<file path="config.mk">
export PLATFORM = sky130hd
export DESIGN_NAME = logic_array_top
export DESIGN_NICKNAME = d
export VERILOG_FILES = /design/src/rtl/pla_pkg.sv /design/src/rtl/pla_cfg_chain.sv /design/src/rtl/pla_and_plane.sv /design/src/rtl/pla_or_plane.sv /design/src/rtl/logic_array_top.sv
export SDC_FILE = /design/constraint.sdc
export NUM_CORES = 1
export LEC_CHECK = 0
export ABC_AREA = 1
export BUFFER_PORTS_ARGS = -buffer_cell sky130_fd_sc_hd__buf_2
export CAP_MARGIN = 20
export CORE_UTILIZATION = 30
export DETAILED_ROUTE_END_ITERATION = 10
export SYNTH_ARGS = -nofsm -noshare
export SYNTH_HDL_FRONTEND = slang
export SYNTH_HIERARCHICAL = 1
export SYNTH_SLANG_ARGS = --single-unit
</file>
<file path="constraint.sdc">
create_clock -name cfg_clk -period 1.15 [get_ports cfg_clk]
set_input_delay 0.23 -clock cfg_clk [delete_from_list [all_inputs] [get_ports cfg_clk]]
set_output_delay 0.23 -clock cfg_clk [all_outputs]
set_load 0.05 [all_outputs]
</file>
<file path="src/rtl/pla_pkg.sv">
package pla_pkg;

  // Total length of the configuration chain
  function automatic int pla_chain_len(input int n_in, input int n_term, input int n_out);
    return 2 * n_in * n_term + n_term * n_out + n_out;
  endfunction

  // Literal selector inside an AND-plane pair
  typedef enum logic {
    LIT_TRUE = 1'b0,
    LIT_COMP = 1'b1
  } lit_sel_e;

endpackage

</file>
<file path="src/rtl/pla_cfg_chain.sv">
module pla_cfg_chain #(
  parameter int LEN = 69
) (
  input  logic           clk,
  input  logic           rst,
  input  logic           en,
  input  logic           din,
  output logic [LEN-1:0] image,
  output logic           dout
);

  always_ff @(posedge clk) begin
    if (rst) begin
      image <= '1;
    end else if (en) begin
      image <= {image[LEN-2:0], din};
    end
  end

  assign dout = image[LEN-1];

endmodule

</file>
<file path="src/rtl/pla_and_plane.sv">
module pla_and_plane
  import pla_pkg::*;
#(
  parameter int N_IN   = 4,
  parameter int N_TERM = 6,
  localparam int PAIRS = 2 * N_IN,
  localparam int BITS  = PAIRS * N_TERM
) (
  input  logic [N_IN-1:0]   in_vec,
  input  logic [BITS-1:0]   and_map,
  output logic [N_TERM-1:0] term
);

  logic [PAIRS-1:0] literal;

  genvar gi, gt;
  generate
    for (gi = 0; gi < N_IN; gi++) begin : g_lit
      assign literal[2*gi + int'(LIT_TRUE)] = in_vec[gi];
      assign literal[2*gi + int'(LIT_COMP)] = ~in_vec[gi];
    end

    for (gt = 0; gt < N_TERM; gt++) begin : g_term
      logic [PAIRS-1:0] sel;
      assign sel      = and_map[gt*PAIRS +: PAIRS];
      // unconnected literals read as 1; empty term is 1
      assign term[gt] = &(~sel | literal);
    end
  endgenerate

endmodule

</file>
<file path="src/rtl/pla_or_plane.sv">
module pla_or_plane #(
  parameter int N_TERM = 6,
  parameter int N_OUT  = 3,
  localparam int BITS  = N_TERM * N_OUT
) (
  input  logic [N_TERM-1:0] term,
  input  logic [BITS-1:0]   or_map,
  input  logic [N_OUT-1:0]  polarity,
  input  logic              block,
  output logic [N_OUT-1:0]  out_vec
);

  genvar go;
  generate
    for (go = 0; go < N_OUT; go++) begin : g_out
      logic sum;
      assign sum         = |(term & or_map[go*N_TERM +: N_TERM]);
      assign out_vec[go] = block ? 1'b0 : (sum ^ polarity[go]);
    end
  endgenerate

endmodule

</file>
<file path="src/rtl/logic_array_top.sv">
module logic_array_top
  import pla_pkg::*;
#(
  parameter int N_IN   = 4,
  parameter int N_TERM = 6,
  parameter int N_OUT  = 3
) (
  input  logic             cfg_clk,
  input  logic             cfg_rst,
  input  logic             cfg_en,
  input  logic             cfg_in,
  output logic             cfg_out,
  input  logic [N_IN-1:0]  in_vec,
  output logic [N_OUT-1:0] out_vec
);

  localparam int AND_BITS = 2 * N_IN * N_TERM;
  localparam int OR_BITS  = N_TERM * N_OUT;
  localparam int LEN      = pla_chain_len(N_IN, N_TERM, N_OUT);

  logic [LEN-1:0]      cfg_image;
  logic [AND_BITS-1:0] and_map;
  logic [OR_BITS-1:0]  or_map;
  logic [N_OUT-1:0]    polarity;
  logic [N_TERM-1:0]   term;

  pla_cfg_chain #(.LEN(LEN)) u_chain (
    .clk  (cfg_clk),
    .rst  (cfg_rst),
    .en   (cfg_en),
    .din  (cfg_in),
    .image(cfg_image),
    .dout (cfg_out)
  );

  // stream position k lives at image bit LEN-1-k
  genvar gk;
  generate
    for (gk = 0; gk < AND_BITS; gk++) begin : g_and_map
      assign and_map[gk] = cfg_image[LEN-1-gk];
    end
    for (gk = 0; gk < OR_BITS; gk++) begin : g_or_map
      assign or_map[gk] = cfg_image[LEN-1-AND_BITS-gk];
    end
    for (gk = 0; gk < N_OUT; gk++) begin : g_pol
      assign polarity[gk] = cfg_image[LEN-1-AND_BITS-OR_BITS-gk];
    end
  endgenerate

  pla_and_plane #(.N_IN(N_IN), .N_TERM(N_TERM)) u_and (
    .in_vec (in_vec),
    .and_map(and_map),
    .term   (term)
  );

  pla_or_plane #(.N_TERM(N_TERM), .N_OUT(N_OUT)) u_or (
    .term    (term),
    .or_map  (or_map),
    .polarity(polarity),
    .block   (cfg_en),
    .out_vec (out_vec)
  );

endmodule

</file>
==> results.sh <==
export IMPL_synth_area_in_xor_xnor_pct=0
export IMPL_rr_endpoint="u_chain/image[63]$_SDFFE_PP1P_"
export IMPL_setup_ws_post_layout_ns=-0.854
export IMPL_critPathCaptureType="output pin"
export IMPL_critPathLaunchType="flop"
export IMPL_postSynthNetCount=500
export IMPL_buffer_ports_inserted=11
export IMPL_timing_final_crit_share_pct=174
export IMPL_clock_skew_final_ns=0.00901
export IMPL_antenna_left=0
export IMPL_synth_common_cells="240 x sky130_fd_sc_hd__nand2_1, 69 x sky130_fd_sc_hd__dfxtp_1, 62 x sky130_fd_sc_hd__nand3_1"
export IMPL_die_width_um=105
export IMPL_cts_tree="done"
export IMPL_arrival_time_worst_endpoint_ns=1.77
export IMPL_initialDrtViolationCount=134
export IMPL_fmax_mhz=499
export IMPL_antenna_violations_before_repair=0
export IMPL_clock_tree_htree_level_count=3
export IMPL_overflow=0
export IMPL_registers_top_by_ff_count="u_chain/image"
export IMPL_clkLatencyLatePin_ns=0.33
export IMPL_failed_checks="negative setup slack"
export IMPL_design_core_area_um2=10300
export IMPL_run_status="complete, but fails checks"
export IMPL_routed_via_density=4.33
export IMPL_slew_violations=0
export IMPL_slew_limit_headroom_pct=81.3
export IMPL_first_global_vias=2820
export IMPL_finish_cell_count_without_fillers=709
export IMPL_first_pass_grt_wire_length_um=13200
export IMPL_synth_area_top_cells="sky130_fd_sc_hd__dfxtp_1 43%, sky130_fd_sc_hd__nand2_1 28%, sky130_fd_sc_hd__nand3_1 9.8%"
export IMPL_ir_worst_vdd_mv=0.507
export IMPL_wire_per_inst_um=10.9
export IMPL_synth_compound_area_share_pct=0.472
export IMPL_dieHeight_um=105
export IMPL_clk_transition_reported_paths_ns=0.07
export IMPL_detailedRoute_firstPassIterationCount=5
export IMPL_place_hpwl_um=5230
export IMPL_mappedNetlistArea_um2=3180
export IMPL_synth_sequential_area_ratio_pct=43.4
export IMPL_hold_path_startpoint="cfg_in"
export IMPL_worstMarginPinSlew_ns=0.280
export IMPL_cts_sinks=69
export IMPL_wirelength_um=7720
export IMPL_timing_final_setup_violations=4
export IMPL_grt_setup_unrepaired="true"
export IMPL_numCtsBuffers=9
export IMPL_die_area_um2=11000
export IMPL_timing_critical_path_required_ns=0.92
export IMPL_synth_seq_cells=69
export IMPL_gp_congestion=0.803
export IMPL_dpl_instance_area_um2=3930
export IMPL_holdWs_ns=0.102
export IMPL_whs_endpoint="u_chain/image[0]$_SDFFE_PP1P_"
export IMPL_synth_top_area_share_pct=43.4
export IMPL_final_design_area_no_fill_um2=4210
export IMPL_largest_net_degree_at_the_start_of_global_routing=52
export IMPL_layout_drive_gt1_share_pct=26.0
export IMPL_layout_top_registers="u_chain/image x69"
export IMPL_power_per_cell_area_nw_per_um2=1270
export IMPL_worst_case_reg_to_reg_path_depth=3
export IMPL_floorplan_io_pins=12
export IMPL_leakagePower_nw=2.45
export IMPL_timing_critical_path_fanout_max=3
export IMPL_route_vias_total=3071
export IMPL_holdPathStages=3
export IMPL_synthMuxAreaShare_pct=0
export IMPL_floorplan_rows=37
export IMPL_path_class="reg2out"
export IMPL_timing_hold_violations_final=0
export IMPL_cts_root_buf="sky130_fd_sc_hd__clkbuf_8"
export IMPL_async_flop_share_pct=0
export IMPL_timing_rr_start="u_chain/image[62]$_SDFFE_PP1P_"
export IMPL_cap_viol_max_count=0
export IMPL_final_min_clock_period_ns=2.00
export IMPL_synthMostInstantiatedCell="sky130_fd_sc_hd__nand2_1"
export IMPL_antenna_cells=0
export IMPL_synth_simple_gate_area_share_pct=44.3
export IMPL_finish_net_count=577
export IMPL_max_clock_path_buffers=2
export IMPL_synthCells=492
export IMPL_placedCellCount=694
export IMPL_ys_dominant_reg_cell="sky130_fd_sc_hd__dfxtp_1"
export IMPL_synthDominantAreaCellType="sky130_fd_sc_hd__dfxtp_1"
export IMPL_max_ffs_per_register=69
export IMPL_global_route_usage_total_pct=14.9
export IMPL_yosys_cell_types_count=13
export IMPL_power_total_mw=5.36
export IMPL_synthAdderAreaFrac_pct=0
export IMPL_synth_top_family_by_area="simple AND/OR/NAND/NOR gates"
export IMPL_cts_post_setup_buffers_inserted=0
export IMPL_drc_viols=0
export IMPL_start_util_pct=30.9
export IMPL_synth_enable_flop_cells=0
export IMPL_syn_to_final_growth_pct=32.3
export IMPL_ff2ff_setup_slack_ns=0.39
export IMPL_worstHoldPathType="in2reg"
export IMPL_yosysWarningCount=6
export IMPL_syn_mean_instance_area_um2=6.46
==> kinds of logic (layout without fill, tap and decap cells) <==
group / after synthesis / after routing
AO/OA/AOI/OAI: 3 / 3
buffers and inverters: 84 / 165
flip-flops: 69 / 69
AND/OR/NAND/NOR: 336 / 336
==> report_power, final <==
group	switching, mW	total [mW]	internal, mW
logic	0.504	0.929	0.425
registers	0.0878	2.63	2.55
clock network	0.847	1.79	0.948
==> repair_timing <==
item                       CTS  global route
setup endpoints to repair    4             4
pin swaps                   11            12
resized for setup           21            17
hold buffers                 0             0
==> through the flow <==
step	setup slack [ns]	setup TNS [ns]	util, %
6_report	-0.854	-2.51	40.9
5_1_grt	-1.01	-3.02	40.9
4_1_cts	-0.839	-2.53	40.5
3_5_place_dp	-0.761	-2.25	38.2
3_3_place_gp	-0.748	-2.22	38.2
2_1_floorplan	-0.472	-1.41	-
==> cells in the final DEF (no fill, tap or decap) <==
cell type	count
sky130_fd_sc_hd__nand2_1	231
sky130_fd_sc_hd__buf_4	74
sky130_fd_sc_hd__dfxtp_1	66
sky130_fd_sc_hd__nand3_1	59
sky130_fd_sc_hd__inv_1	53
sky130_fd_sc_hd__nor2_1	13
sky130_fd_sc_hd__nand3_2	13
sky130_fd_sc_hd__clkbuf_8	12
sky130_fd_sc_hd__nand2_2	9
sky130_fd_sc_hd__nor2_2	8
sky130_fd_sc_hd__buf_2	7
sky130_fd_sc_hd__inv_2	7
sky130_fd_sc_hd__buf_12	4
sky130_fd_sc_hd__buf_8	3
sky130_fd_sc_hd__a21oi_2	3
sky130_fd_sc_hd__nor2_4	3
sky130_fd_sc_hd__clkbuf_1	2
sky130_fd_sc_hd__buf_6	2
sky130_fd_sc_hd__dfxtp_2	2
sky130_fd_sc_hd__clkinv_2	1
sky130_fd_sc_hd__dfxtp_4	1
==> cell type report <==
| type | count | area [µm²] |
|---|---|---|
| timing repair buffer | 90 | 738 |
| fill | 1092 | 6070 |
| clock buffer | 14 | 173 |
| multi-input combinational | 339 | 1510 |
| sequential | 69 | 1390 |
| inverter | 60 | 225 |
| clock inverter | 1 | 5.00 |
| tap | 136 | 170 |
==> worst max-delay path by stage <==
stage | start | to | cells past startpoint
after floorplan | u_chain/image[68]$_SDFFE_PP1P_ | out_vec[0] | 12
after global placement | in_vec[3] | out_vec[2] | 13
after detailed placement | in_vec[3] | out_vec[0] | 13
after CTS | u_chain/image[36]$_SDFFE_PP1P_ | out_vec[1] | 13
after global routing | u_chain/image[28]$_SDFFE_PP1P_ | out_vec[2] | 13
final | u_chain/image[44]$_SDFFE_PP1P_ | out_vec[2] | 13
==> layer usage <==
| layer | GRT usage, % | routed length [µm] | share of wire, % |
|---|---|---|---|
| met3 | 3.06 | 243 | 3.1 |
| met1 | 20.3 | 3880 | 50 |
| met2 | 23.3 | 3500 | 45 |
| met4 | 5.43 | 99 | 1.3 |
| met5 | 0 | 0 | 0 |
==> critical path, cell delays in order (launching register included) <==
cell	delay (ns)
sky130_fd_sc_hd__dfxtp_2	0.33
sky130_fd_sc_hd__inv_2	0.04
sky130_fd_sc_hd__nor2_2	0.03
sky130_fd_sc_hd__nor2_1	0.13
sky130_fd_sc_hd__nand2_1	0.08
sky130_fd_sc_hd__nor2_1	0.10
sky130_fd_sc_hd__buf_4	0.14
sky130_fd_sc_hd__nand2_2	0.06
sky130_fd_sc_hd__nand2_2	0.07
sky130_fd_sc_hd__inv_2	0.05
sky130_fd_sc_hd__nand3_2	0.08
sky130_fd_sc_hd__nand2_2	0.07
sky130_fd_sc_hd__nor2_4	0.11
sky130_fd_sc_hd__buf_6	0.15
Note: power is estimated with default switching activity, not from simulation.
